[config.mk]
export PLATFORM = sky130hd
export DESIGN_NAME = ext_req_responder
export DESIGN_NICKNAME = d
export VERILOG_FILES = /design/src/rtl/erq_pkg.sv /design/src/rtl/erq_cmd_decode.sv /design/src/rtl/erq_ctrl.sv /design/src/rtl/erq_resp_gen.sv /design/src/rtl/ext_req_responder.sv
export SDC_FILE = /design/constraint.sdc
export NUM_CORES = 1
export LEC_CHECK = 0
export CORE_UTILIZATION = 30
export DETAILED_ROUTE_END_ITERATION = 8
export PLACE_DENSITY = 0.68
export SKIP_LAST_GASP = 1
export SYNTH_ARGS = -nofsm -noshare
export SYNTH_HDL_FRONTEND = slang
export SYNTH_SLANG_ARGS = --single-unit
[constraint.sdc]
create_clock -name clk -period 2.8 [get_ports clk]
set_clock_uncertainty 0.1 [all_clocks]
set_input_delay 0.56 -clock clk [delete_from_list [all_inputs] [get_ports clk]]
set_output_delay 0.56 -clock clk [all_outputs]
set_load 0.05 [all_outputs]
[src/rtl/erq_pkg.sv]
package erq_pkg;
  localparam int CMD_W   = 9;
  localparam int STATE_W = 3;
  localparam int F_IDENT = 8;
  localparam int F_LAST  = 7;
  localparam int F_RESP  = 6;
  localparam int F_ERR   = 5;
  localparam int F_COH   = 4;

  typedef enum logic [2:0] {
    K_NONE, K_READ, K_WRITE, K_NULL_SYS, K_NULL_L2, K_SNOOP
  } req_kind_e;

  typedef enum logic [1:0] {
    S_IDLE, S_WDATA, S_TURN, S_LOOK
  } ctl_state_e;
endpackage

[src/rtl/erq_cmd_decode.sv]
module erq_cmd_decode
  import erq_pkg::*;
#(
  parameter logic [2:0] OP_READ   = 3'd0,
  parameter logic [2:0] OP_WRITE  = 3'd1,
  parameter logic [2:0] OP_NULL   = 3'd2,
  parameter logic [2:0] OP_SNOOP  = 3'd3,
  parameter logic [1:0] NUL_SYS   = 2'd0,
  parameter logic [1:0] NUL_L2    = 2'd1,
  parameter logic [2:0] SIZE_WORD = 3'd3
) (
  input  logic [CMD_W-1:0] cmd_i,
  output req_kind_e        kind_o,
  output logic             is_ident_o,
  output logic             size_word_o,
  output logic             id_last_o
);
  logic [2:0] op;
  logic [1:0] sub;

  assign op          = cmd_i[7:5];
  assign sub         = cmd_i[4:3];
  assign is_ident_o  = cmd_i[F_IDENT];
  assign id_last_o   = cmd_i[F_LAST];
  assign size_word_o = (cmd_i[2:0] == SIZE_WORD);

  always_comb begin
    kind_o = K_NONE;
    if (!is_ident_o) begin
      if (op == OP_READ)       kind_o = K_READ;
      else if (op == OP_WRITE) kind_o = K_WRITE;
      else if (op == OP_SNOOP) kind_o = K_SNOOP;
      else if (op == OP_NULL) begin
        if (sub == NUL_SYS)     kind_o = K_NULL_SYS;
        else if (sub == NUL_L2) kind_o = K_NULL_L2;
      end
    end
  end
endmodule

[src/rtl/erq_ctrl.sv]
module erq_ctrl
  import erq_pkg::*;
#(
  parameter int AD_W = 32
) (
  input  logic            clk,
  input  logic            rst,
  input  logic            enter_slave_i,
  input  logic            vin_i,
  input  req_kind_e       kind_i,
  input  logic            is_ident_i,
  input  logic            size_word_i,
  input  logic            id_last_i,
  input  logic [AD_W-1:0] ad_i,
  output logic            in_slave_o,
  output logic            ext_l2_owner_o,
  output logic            tag_req_o,
  output logic [AD_W-1:0] tag_addr_o,
  output logic            wr_en_o,
  output logic [AD_W-1:0] wr_addr_o,
  output logic [AD_W-1:0] wr_data_o,
  output logic            proto_err_o,
  output logic            resp_fire_o,
  output logic            resp_snoop_o
);
  ctl_state_e st;
  logic       wr_ok;
  logic       snoop_q;

  always_ff @(posedge clk) begin
    if (rst) begin
      st             <= S_IDLE;
      in_slave_o     <= 1'b0;
      ext_l2_owner_o <= 1'b0;
      tag_req_o      <= 1'b0;
      tag_addr_o     <= '0;
      wr_en_o        <= 1'b0;
      wr_addr_o      <= '0;
      wr_data_o      <= '0;
      proto_err_o    <= 1'b0;
      wr_ok          <= 1'b0;
      snoop_q        <= 1'b0;
    end else begin
      tag_req_o   <= 1'b0;
      wr_en_o     <= 1'b0;
      proto_err_o <= 1'b0;
      case (st)
        S_IDLE: begin
          if (!in_slave_o) begin
            if (enter_slave_i) begin
              in_slave_o     <= 1'b1;
              ext_l2_owner_o <= 1'b1;
            end
          end else if (vin_i) begin
            case (kind_i)
              K_READ: begin
                st      <= S_TURN;
                snoop_q <= 1'b0;
              end
              K_SNOOP: begin
                st         <= S_TURN;
                snoop_q    <= 1'b1;
                tag_req_o  <= 1'b1;
                tag_addr_o <= ad_i;
              end
              K_WRITE: begin
                st        <= S_WDATA;
                wr_ok     <= size_word_i;
                wr_addr_o <= ad_i;
              end
              K_NULL_SYS: in_slave_o     <= 1'b0;
              K_NULL_L2:  ext_l2_owner_o <= 1'b0;
              default: ;
            endcase
          end
        end
        S_WDATA: begin
          if (vin_i) begin
            st         <= S_IDLE;
            in_slave_o <= 1'b0;
            if (is_ident_i && id_last_i && wr_ok) begin
              wr_en_o   <= 1'b1;
              wr_data_o <= ad_i;
            end else begin
              proto_err_o <= 1'b1;
            end
          end
        end
        S_TURN: st <= S_LOOK;
        S_LOOK: begin
          st         <= S_IDLE;
          in_slave_o <= 1'b0;
        end
        default: st <= S_IDLE;
      endcase
    end
  end

  assign resp_fire_o  = (st == S_LOOK);
  assign resp_snoop_o = snoop_q;

  // a write is either applied or flagged, never both
  a_r6_no_write_with_error: assert property (@(posedge clk) disable iff (rst)
    !(wr_en_o && proto_err_o));

  // cache ownership accompanies each entry to slave state
  a_r12_owner_on_entry: assert property (@(posedge clk) disable iff (rst)
    $rose(in_slave_o) |-> ext_l2_owner_o);

  // writes are only applied out of slave state
  a_r5_write_from_slave: assert property (@(posedge clk) disable iff (rst)
    wr_en_o |-> $past(in_slave_o));
endmodule

[src/rtl/erq_resp_gen.sv]
module erq_resp_gen
  import erq_pkg::*;
#(
  parameter int AD_W = 32
) (
  input  logic               clk,
  input  logic               rst,
  input  logic               fire_i,
  input  logic               snoop_i,
  input  logic               tag_hit_i,
  input  logic [STATE_W-1:0] tag_state_i,
  output logic               valid_out_n_o,
  output logic [CMD_W-1:0]   cmd_o,
  output logic [AD_W-1:0]    ad_o
);
  logic [STATE_W-1:0] line_state;
  logic [CMD_W-1:0]   ident;

  assign line_state = tag_hit_i ? tag_state_i : '0;

  always_comb begin
    ident          = '0;
    ident[F_IDENT] = 1'b1;
    ident[F_LAST]  = 1'b1;
    ident[F_RESP]  = 1'b1;
    if (snoop_i) begin
      ident[F_COH]         = 1'b1;
      ident[STATE_W-1:0]   = line_state;
    end else begin
      ident[F_ERR] = 1'b1;
    end
  end

  always_ff @(posedge clk) begin
    if (rst) begin
      valid_out_n_o <= 1'b1;
      cmd_o         <= '0;
      ad_o          <= '0;
    end else begin
      valid_out_n_o <= !fire_i;
      if (fire_i) begin
        cmd_o <= ident;
        ad_o  <= '0;
      end
    end
  end

  // the response strobe lasts one cycle
  a_r4_single_valid_out: assert property (@(posedge clk) disable iff (rst)
    !valid_out_n_o |=> valid_out_n_o);

  // every response identifier marks identifier, last and response
  a_r3_resp_flags: assert property (@(posedge clk) disable iff (rst)
    !valid_out_n_o |-> (cmd_o[F_IDENT] && cmd_o[F_LAST] && cmd_o[F_RESP]));
endmodule

[src/rtl/ext_req_responder.sv]
module ext_req_responder
  import erq_pkg::*;
#(
  parameter int AD_W = 32,
  parameter logic [2:0] OP_READ   = 3'd0,
  parameter logic [2:0] OP_WRITE  = 3'd1,
  parameter logic [2:0] OP_NULL   = 3'd2,
  parameter logic [2:0] OP_SNOOP  = 3'd3,
  parameter logic [1:0] NUL_SYS   = 2'd0,
  parameter logic [1:0] NUL_L2    = 2'd1,
  parameter logic [2:0] SIZE_WORD = 3'd3
) (
  input  logic               clk,
  input  logic               rst,
  input  logic               enter_slave_i,
  input  logic               valid_in_n_i,
  input  logic [CMD_W-1:0]   cmd_i,
  input  logic [AD_W-1:0]    ad_i,
  output logic               tag_req_o,
  output logic [AD_W-1:0]    tag_addr_o,
  input  logic               tag_hit_i,
  input  logic [STATE_W-1:0] tag_state_i,
  output logic               valid_out_n_o,
  output logic [CMD_W-1:0]   cmd_o,
  output logic [AD_W-1:0]    ad_o,
  output logic               in_slave_o,
  output logic               ext_l2_owner_o,
  output logic               wr_en_o,
  output logic [AD_W-1:0]    wr_addr_o,
  output logic [AD_W-1:0]    wr_data_o,
  output logic               proto_err_o
);
  req_kind_e kind;
  logic      is_ident, size_word, id_last;
  logic      resp_fire, resp_snoop;

  erq_cmd_decode #(
    .OP_READ(OP_READ), .OP_WRITE(OP_WRITE), .OP_NULL(OP_NULL),
    .OP_SNOOP(OP_SNOOP), .NUL_SYS(NUL_SYS), .NUL_L2(NUL_L2),
    .SIZE_WORD(SIZE_WORD)
  ) u_dec (
    .cmd_i(cmd_i), .kind_o(kind), .is_ident_o(is_ident),
    .size_word_o(size_word), .id_last_o(id_last)
  );

  erq_ctrl #(.AD_W(AD_W)) u_ctrl (
    .clk(clk), .rst(rst), .enter_slave_i(enter_slave_i),
    .vin_i(!valid_in_n_i), .kind_i(kind), .is_ident_i(is_ident),
    .size_word_i(size_word), .id_last_i(id_last), .ad_i(ad_i),
    .in_slave_o(in_slave_o), .ext_l2_owner_o(ext_l2_owner_o),
    .tag_req_o(tag_req_o), .tag_addr_o(tag_addr_o),
    .wr_en_o(wr_en_o), .wr_addr_o(wr_addr_o), .wr_data_o(wr_data_o),
    .proto_err_o(proto_err_o), .resp_fire_o(resp_fire),
    .resp_snoop_o(resp_snoop)
  );

  erq_resp_gen #(.AD_W(AD_W)) u_resp (
    .clk(clk), .rst(rst), .fire_i(resp_fire), .snoop_i(resp_snoop),
    .tag_hit_i(tag_hit_i), .tag_state_i(tag_state_i),
    .valid_out_n_o(valid_out_n_o), .cmd_o(cmd_o), .ad_o(ad_o)
  );

  // a response leaves the interface in master state
  a_r4_resp_returns_master: assert property (@(posedge clk) disable iff (rst)
    !valid_out_n_o |-> !in_slave_o);

  // responses only follow a period in slave state
  a_r2_resp_needs_slave: assert property (@(posedge clk) disable iff (rst)
    !valid_out_n_o |-> $past(in_slave_o));
endmodule

==> run_results.csv, run 1 <==
group,metric,value,unit
timing,rsz0062_at_grt,"false",
power_and_ir_drop,internal_power,2.591,mW
cells_and_area,drive_gt1_share,5.857,%
cells_and_area,area_delta_synth_final,41.62,%
critical_path,required,2.14,ns
floorplanning,initial_core_util,31.12,%
floorplanning,core_area,15370,um2
timing,layout_min_cycle_time,2.243,ns
power_and_ir_drop,powerDensity,506.1,nW/um2
power_and_ir_drop,p_sw,0.8372,mW
floorplanning,io_pins,192,
grt,grt_pass1_vias,3970,
routing,dr.pass1.iters,4,
cells_and_area,n_antenna_cell,0,
power_and_ir_drop,clkPwrFrac,42.7,%
grt,antenna_found_initial,0,
clocking,cts_resized,0,
logic_synthesis,ys_seq_area_share,46.87,%
floorplanning,rows,45,
placement,placed_area,6437,um2
floorplanning,die_w,128.3,um
cells_and_area,fin_util,44.07,%
clocking,clockBufferDepth,2,
routing,initialDrtViolationCount,261,
critical_path,slowest_stage,"clkdlybuf4s50_1",
clocking,ctsHtreeMaxLevel,3,
logic_synthesis,yosys_warnings,0,
clocking,insertion_delay,0.34,ns
clocking,clkTransAtPathRegs,0.07,ns
logic_synthesis,yosysTopAreaCell,"dfxtp_1",
routing,drc,0,
routing,ant_nets,0,
placement,portBuffers,158,
cells_and_area,layout_commonest_cell,"clkdlybuf4s50_1",
placement,hpwlAfterDp,8.881,mm
timing,tightestPinTransition,0.7090,ns
critical_path,end_kind,"output pin",
power_and_ir_drop,p_leak,2.234,nW
placement,gp_congestion,0.7784,
critical_path,crit_family,"buffers and inverters",
logic_synthesis,synth.area.top_cells,"dfxtp_1, nand2b_1, a21oi_1",
logic_synthesis,synth_top_family_by_area,"simple AND/OR/NAND/NOR gates",
grt,grt_pass1_wl,21.74,mm
timing,relSlewSlack,52.73,%
clocking,cts_tree,"done",
clocking,clock-sinks,112,
critical_path,crit_chain,"clkdlybuf4s50_1",
grt,grt_max_degree,76,
power_and_ir_drop,p_seq_share,46.9,%
timing,setup_viol,0,
timing,timing.final.crit_share,80.09,%
critical_path,worst_setup_path_start_kind,"flop",
logic_synthesis,ys_ff_latch,112,
logic_synthesis,synth_xor_area_share,0,%
power_and_ir_drop,switching_share,24.42,%
critical_path,crit_buf_inv,1,
routing,routedWlPerCell,15.67,um
power_and_ir_drop,comb_power_share,10.4,%
logic_synthesis,yosys.area_share.simple,20.04,%
power_and_ir_drop,irDropWorstVdd,0.3670,mV
logic_synthesis,syn_inst,546,
cells_and_area,design_area,6774,um2
logic_synthesis,syn_area,4783,um2
logic_synthesis,yosysUniqueCellTypes,37,
power_and_ir_drop,fin_total_pwr,3.428,mW
critical_path,cp_data_arrival_time,1.58,ns
grt,track_usage,17.02,%
timing,fmax,0.4459,GHz
logic_synthesis,avgSynthCellArea,8.761,um2
routing,vias,4268,
critical_path,crit_fanout,6,
routing,wl,14.01,mm
logic_synthesis,synth-compound-area-share,16.22,%
logic_synthesis,synthMuxAreaShare,6.696,%
timing,drv_slew,0,
floorplanning,die_y,128.3,um
clocking,postCtsHoldBufs,0,
critical_path,crit_type,"reg2out",
logic_synthesis,yosysTopAreaCellShare,46.87,%
clocking,cts-buffers-inserted,9,
critical_path,critical-path-max-stage-delay,0.83,ns
logic_synthesis,synthAdderAreaFrac,0,%
run_status,outcome,"finished, final reports clean",
cells_and_area,nets,727,
min_path,holdCritPathClass,"reg2reg",
cells_and_area,final_cell_mix,"clkdlybuf4s50_1, dfxtp_1, a21oi_1, nand2b_1, nand3_1",
routing,vias_per_cell,4.774,
clocking,clockRootBuffer,"clkbuf_16",
timing,hold_viol_final,0,
timing,tns,0,ns
grt,grt_overflow_total,0,
clocking,post-cts-setup-buffer-count,0,
floorplanning,die_area,16450,um2
run,cap_violations,0,
-- tightest hold or removal path: stages, from the launching register on --
cell and delay [ns]:
dfxtp_1 0.31, nand2_1 0.05, a21oi_1 0.05
-- path summary, 6_finish.rpt --
kind / from / end / slack, ns / cells past startpoint
worst max register to register: u_ctrl.st[1]$_SDFFE_PP0P_ / u_ctrl.wr_ok$_SDFFE_PP0P_ / 0.89 / 3
worst min register to register: u_resp.cmd_o[5]$_SDFFE_PP0P_ / u_resp.cmd_o[5]$_SDFFE_PP0P_ / 0.35 / 2
worst max-delay path: u_ctrl.in_slave_o$_SDFFE_PP0P_ / in_slave_o / 0.56 / 1
worst min-delay path: u_resp.cmd_o[5]$_SDFFE_PP0P_ / u_resp.cmd_o[5]$_SDFFE_PP0P_ / 0.35 / 2
-- per-stage QoR --
step,setup WS [ns],std cells,hold WS (ns)
final,0.5575,894,0.3547
after global routing,0.4868,894,0.3793
after CTS,0.5132,894,0.3603
after detailed placement,0.3457,878,0.3503
after global placement,0.3542,878,0.3438
after floorplan,0.7262,578,0.3632
-- cell type report --
cell class / instances / area (um2)
clock buffer: 10 / 229.0
multi-input combinational: 378 / 2192
clock inverter: 6 / 107.6
fill: 1510 / 8597
tap: 211 / 264.0
timing repair buffer: 175 / 1732
sequential: 112 / 2242
inverter: 2 / 7.507
-- state kept, by name (all words and copies together), names as in the netlist, 2 cells and up --
name               flops
u_ctrl.wr_addr_o      32
u_ctrl.wr_data_o      32
u_ctrl.tag_addr_o     32
u_resp.cmd_o           6
u_ctrl.st              2
-- Yosys cell counts (all sizes together) --
| library cell | instances |
|---|---|
| inv | 2 |
| or4b | 2 |
| nor2 | 5 |
| and3b | 1 |
| dfxtp | 112 |
| a22oi | 3 |
| and4 | 2 |
| clkbuf | 45 |
| o22ai | 1 |
| nor4b | 3 |
| o31ai | 1 |
| nand3 | 66 |
| a311oi | 1 |
| nand2 | 4 |
| nor4 | 1 |
| nor2b | 2 |
| o32ai | 1 |
| or2 | 2 |
| conb | 1 |
| a31oi | 2 |
| nor3b | 1 |
| mux2i | 32 |
| o21ai | 66 |
| and3 | 1 |
| a211oi | 1 |
| nand2b | 68 |
| o41ai | 1 |
| a21o | 1 |
| nor3 | 4 |
| or3b | 1 |
| buf | 41 |
| a21oi | 71 |
| or4 | 1 |
-- power by group through the flow --
| stage | clock network (mW) | registers (mW) | logic (mW) |
|---|---|---|---|
| floorplan | 0 | 1.67 | 0.227 |
| global placement | 0 | 1.65 | 0.356 |
| detailed placement | 0 | 1.65 | 0.356 |
| CTS | 1.51 | 1.61 | 0.358 |
| global route | 1.56 | 1.61 | 0.380 |
| finish | 1.46 | 1.61 | 0.356 |
-- cells by family (layout without fill, tap and decap cells) --
kind of cell	count (synthesis)	in the layout
other cells	1	33
mux	32	32
flops	112	112
buf+inv	88	193
compound gates	149	149
simple gates	164	164
-- routing by layer --
metal	vias up	wire (um)	track usage, %
met5	-	0	0
met4	0	183	5.052
met3	13	1016	5.384
met2	145	6390	26.68
met1	2015	6421	22.26
li1	2095	-	-
Power figures use the tool's default switching activity.
==> run 2, diff against run 1 <==
--- a/config.mk
+++ b/config.mk
@@ -7,7 +7,7 @@
 export LEC_CHECK = 0
 export CORE_UTILIZATION = 30
 export DETAILED_ROUTE_END_ITERATION = 8
-export PLACE_DENSITY = 0.68
+export PLACE_DENSITY = 0.7
 export SKIP_LAST_GASP = 1
 export SYNTH_ARGS = -nofsm -noshare
 export SYNTH_HDL_FRONTEND = slang
==> constraint.sdc (replaced) <==
create_clock -name clk -period 1.87 [get_ports clk]
set_clock_uncertainty 0.1 [all_clocks]
set_input_delay 0.374 -clock clk [delete_from_list [all_inputs] [get_ports clk]]
set_output_delay 0.374 -clock clk [all_outputs]
set_load 0.05 [all_outputs]
==> run 2 against run 1 <==
Global-route usage barely moved. Worst setup slack got worse by 0.53 ns. Sequential power rose by 50%. Die area did not move. Critical path type is now in2reg. Flip-flop and latch count did not move. Clock power rose by 40%. Routed wire length rose by 2.6%. Critical endpoint is now u_ctrl.tag_addr_o[30]$_SDFFE_PP0P_.
==> run_results.csv, run 2 (same netlist as run 1, synthesis figures left out) <==
group,metric,value,unit
run_status,outcome,"finished, final reports clean",
clocking,clockRootBuffer,"clkbuf_16",
timing,timing.final.crit_share,98.45,%
floorplanning,core_area,15370,um2
timing,hold_viol_final,0,
floorplanning,io_pins,192,
placement,gp_congestion,0.7789,
min_path,holdCritPathClass,"in2reg",
clocking,postCtsHoldBufs,0,
cells_and_area,layout_commonest_cell,"buf_4",
timing,setup_viol,0,
grt,grt_pass1_vias,3932,
floorplanning,rows,45,
cells_and_area,reg_top3,"u_ctrl.tag_addr_o (32), u_ctrl.wr_addr_o (32), u_ctrl.wr_data_o (32)",
min_path,hold_end,"u_ctrl.wr_data_o[1]$_SDFFE_PP0P_",
routing,route.met2.wl,6.579,mm
grt,grt_max_degree,51,
critical_path,required,2.04,ns
timing,fmax,0.5432,GHz
clocking,ctsHtreeMaxLevel,3,
grt,grt_pass1_wl,21.67,mm
grt,antenna_found_initial,0,
cells_and_area,n_antenna_cell,0,
cells_and_area,layout.cells.non_filler,909,
min_path,holdPathStages,2,
grt,track_usage,17.02,%
power_and_ir_drop,irDropWorstVdd,0.3826,mV
routing,drc,0,
placement,portBuffers,158,
critical_path,end_kind,"flop",
clocking,insertion_delay,0.34,ns
critical_path,critical-path-max-stage-delay,0.42,ns
floorplanning,initial_core_util,31.12,%
floorplanning,die_area,16450,um2
critical_path,ff2ff_path_depth,3,
placement,hpwlAfterDp,9.685,mm
cells_and_area,final_cell_mix,"buf_4, dfxtp_1, a21oi_1, nand2b_1, nand3_1",
placement,dp_cells,892,
routing,routed.top_layer,"met4",
critical_path,cp_data_arrival_time,2.02,ns
timing,layout_min_cycle_time,1.841,ns
cells_and_area,fillers,1510,
routing,wl,14.37,mm
critical_path,crit_type,"in2reg",
power_and_ir_drop,p_leak,2.605,nW
run,cap_violations,0,
routing,routedWlPerCell,15.81,um
grt,grt_overflow_total,0,
critical_path,reg2reg_to,"u_ctrl.wr_ok$_SDFFE_PP0P_",
timing,rsz0062_at_grt,"true",
floorplanning,die_w,128.3,um
timing,drv_slew,0,
power_and_ir_drop,fin_total_pwr,5.019,mW
clocking,post-cts-setup-buffer-count,0,
floorplanning,die_y,128.3,um
critical_path,slowest_stage,"clkdlybuf4s50_1",
critical_path,path_depth,6,
timing,tns,0,ns
critical_path,r2r_slack,0.21,ns
clocking,cts-buffers-inserted,9,
critical_path,worstReg2RegStart,"u_ctrl.in_slave_o$_SDFFE_PP0P_",
routing,dr.pass1.iters,5,
routing,initialDrtViolationCount,259,
clocking,clock-sinks,112,
routing,wl_met3,1.036,mm
routing,vias,4310,
clocking,cts_tree,"done",
routing,vias_per_cell,4.741,
cells_and_area,nets,744,
critical_path,crit_fanout,9,
critical_path,crit_chain,"clkdlybuf4s50_1 > buf_4 > nor4b_4 > and4_4 > clkbuf_16 > mux2i_1",
critical_path,crit_family,"buffers and inverters",
cells_and_area,drive_gt1_share,24.07,%
timing,whs,0.2967,ns
clocking,cts_resized,0,
power_and_ir_drop,powerDensity,738.7,nW/um2
routing,ant_nets,0,
cells_and_area,area_delta_synth_final,42.04,%
critical_path,worst_setup_path_start_kind,"primary input",
critical_path,crit_buf_inv,3,
routing,route.layer.met1.wl,6.661,mm
clocking,clockBufferDepth,2,
clocking,clkTransAtPathRegs,0.07,ns
min_path,hold_start,"rst",
==> run 2: final cells by class <==
| class | instances | area (um2) | area share, % |
|---|---|---|---|
| tap | 211 | 264.0 | 3.886 |
| clock inverter | 3 | 67.56 | 0.9945 |
| sequential | 112 | 2246 | 33.06 |
| inverter | 2 | 7.507 | 0.1105 |
| timing repair buffer | 192 | 1762 | 25.93 |
| multi-input combinational | 378 | 2205 | 32.45 |
| clock buffer | 11 | 242.7 | 3.573 |
==> run 2: how the worst max path moves through the flow <==
stage | start | end
detailed placement | cmd_i[7] | u_ctrl.wr_ok$_SDFFE_PP0P_
floorplan | cmd_i[7] | u_ctrl.wr_ok$_SDFFE_PP0P_
CTS | cmd_i[7] | u_ctrl.wr_ok$_SDFFE_PP0P_
finish | valid_in_n_i | u_ctrl.tag_addr_o[30]$_SDFFE_PP0P_
global placement | cmd_i[7] | u_ctrl.resp_snoop_o$_SDFFE_PP0P_
global route | valid_in_n_i | u_ctrl.tag_addr_o[29]$_SDFFE_PP0P_
==> run 2: metrics by stage <==
step | setup WS [ns] | cell area, um2 | utilization (%)
finish | 0.02889 | 6794 | 44.20
global route | -0.001707 | 6794 | 44.20
CTS | 0.0003413 | 6694 | 43.55
detailed placement | -0.3594 | 6384 | 41.53
global placement | -0.3358 | 6384 | 41.53
floorplan | 0.04893 | 4907 | -
==> run 2: worst reg2reg max path, stage by stage (launching register included) <==
cell,delay (ns)
dfxtp_4,0.36
or4b_4,0.48
or4_1,0.52
a21oi_1,0.13
==> run 2: routing by layer <==
layer / vias to the layer above / GRT usage [%]
li1: 2114 / -
met4: 0 / 3.945
met5: - / 0
met2: 164 / 26.20
met1: 2023 / 23.39
met3: 9 / 4.841
==> run 2: where the power goes <==
part | internal (mW) | switching (mW)
Clock | 1.20 | 0.844
Combinational | 0.202 | 0.370
Sequential | 2.40 | 0.00866
Total | 3.80 | 1.22
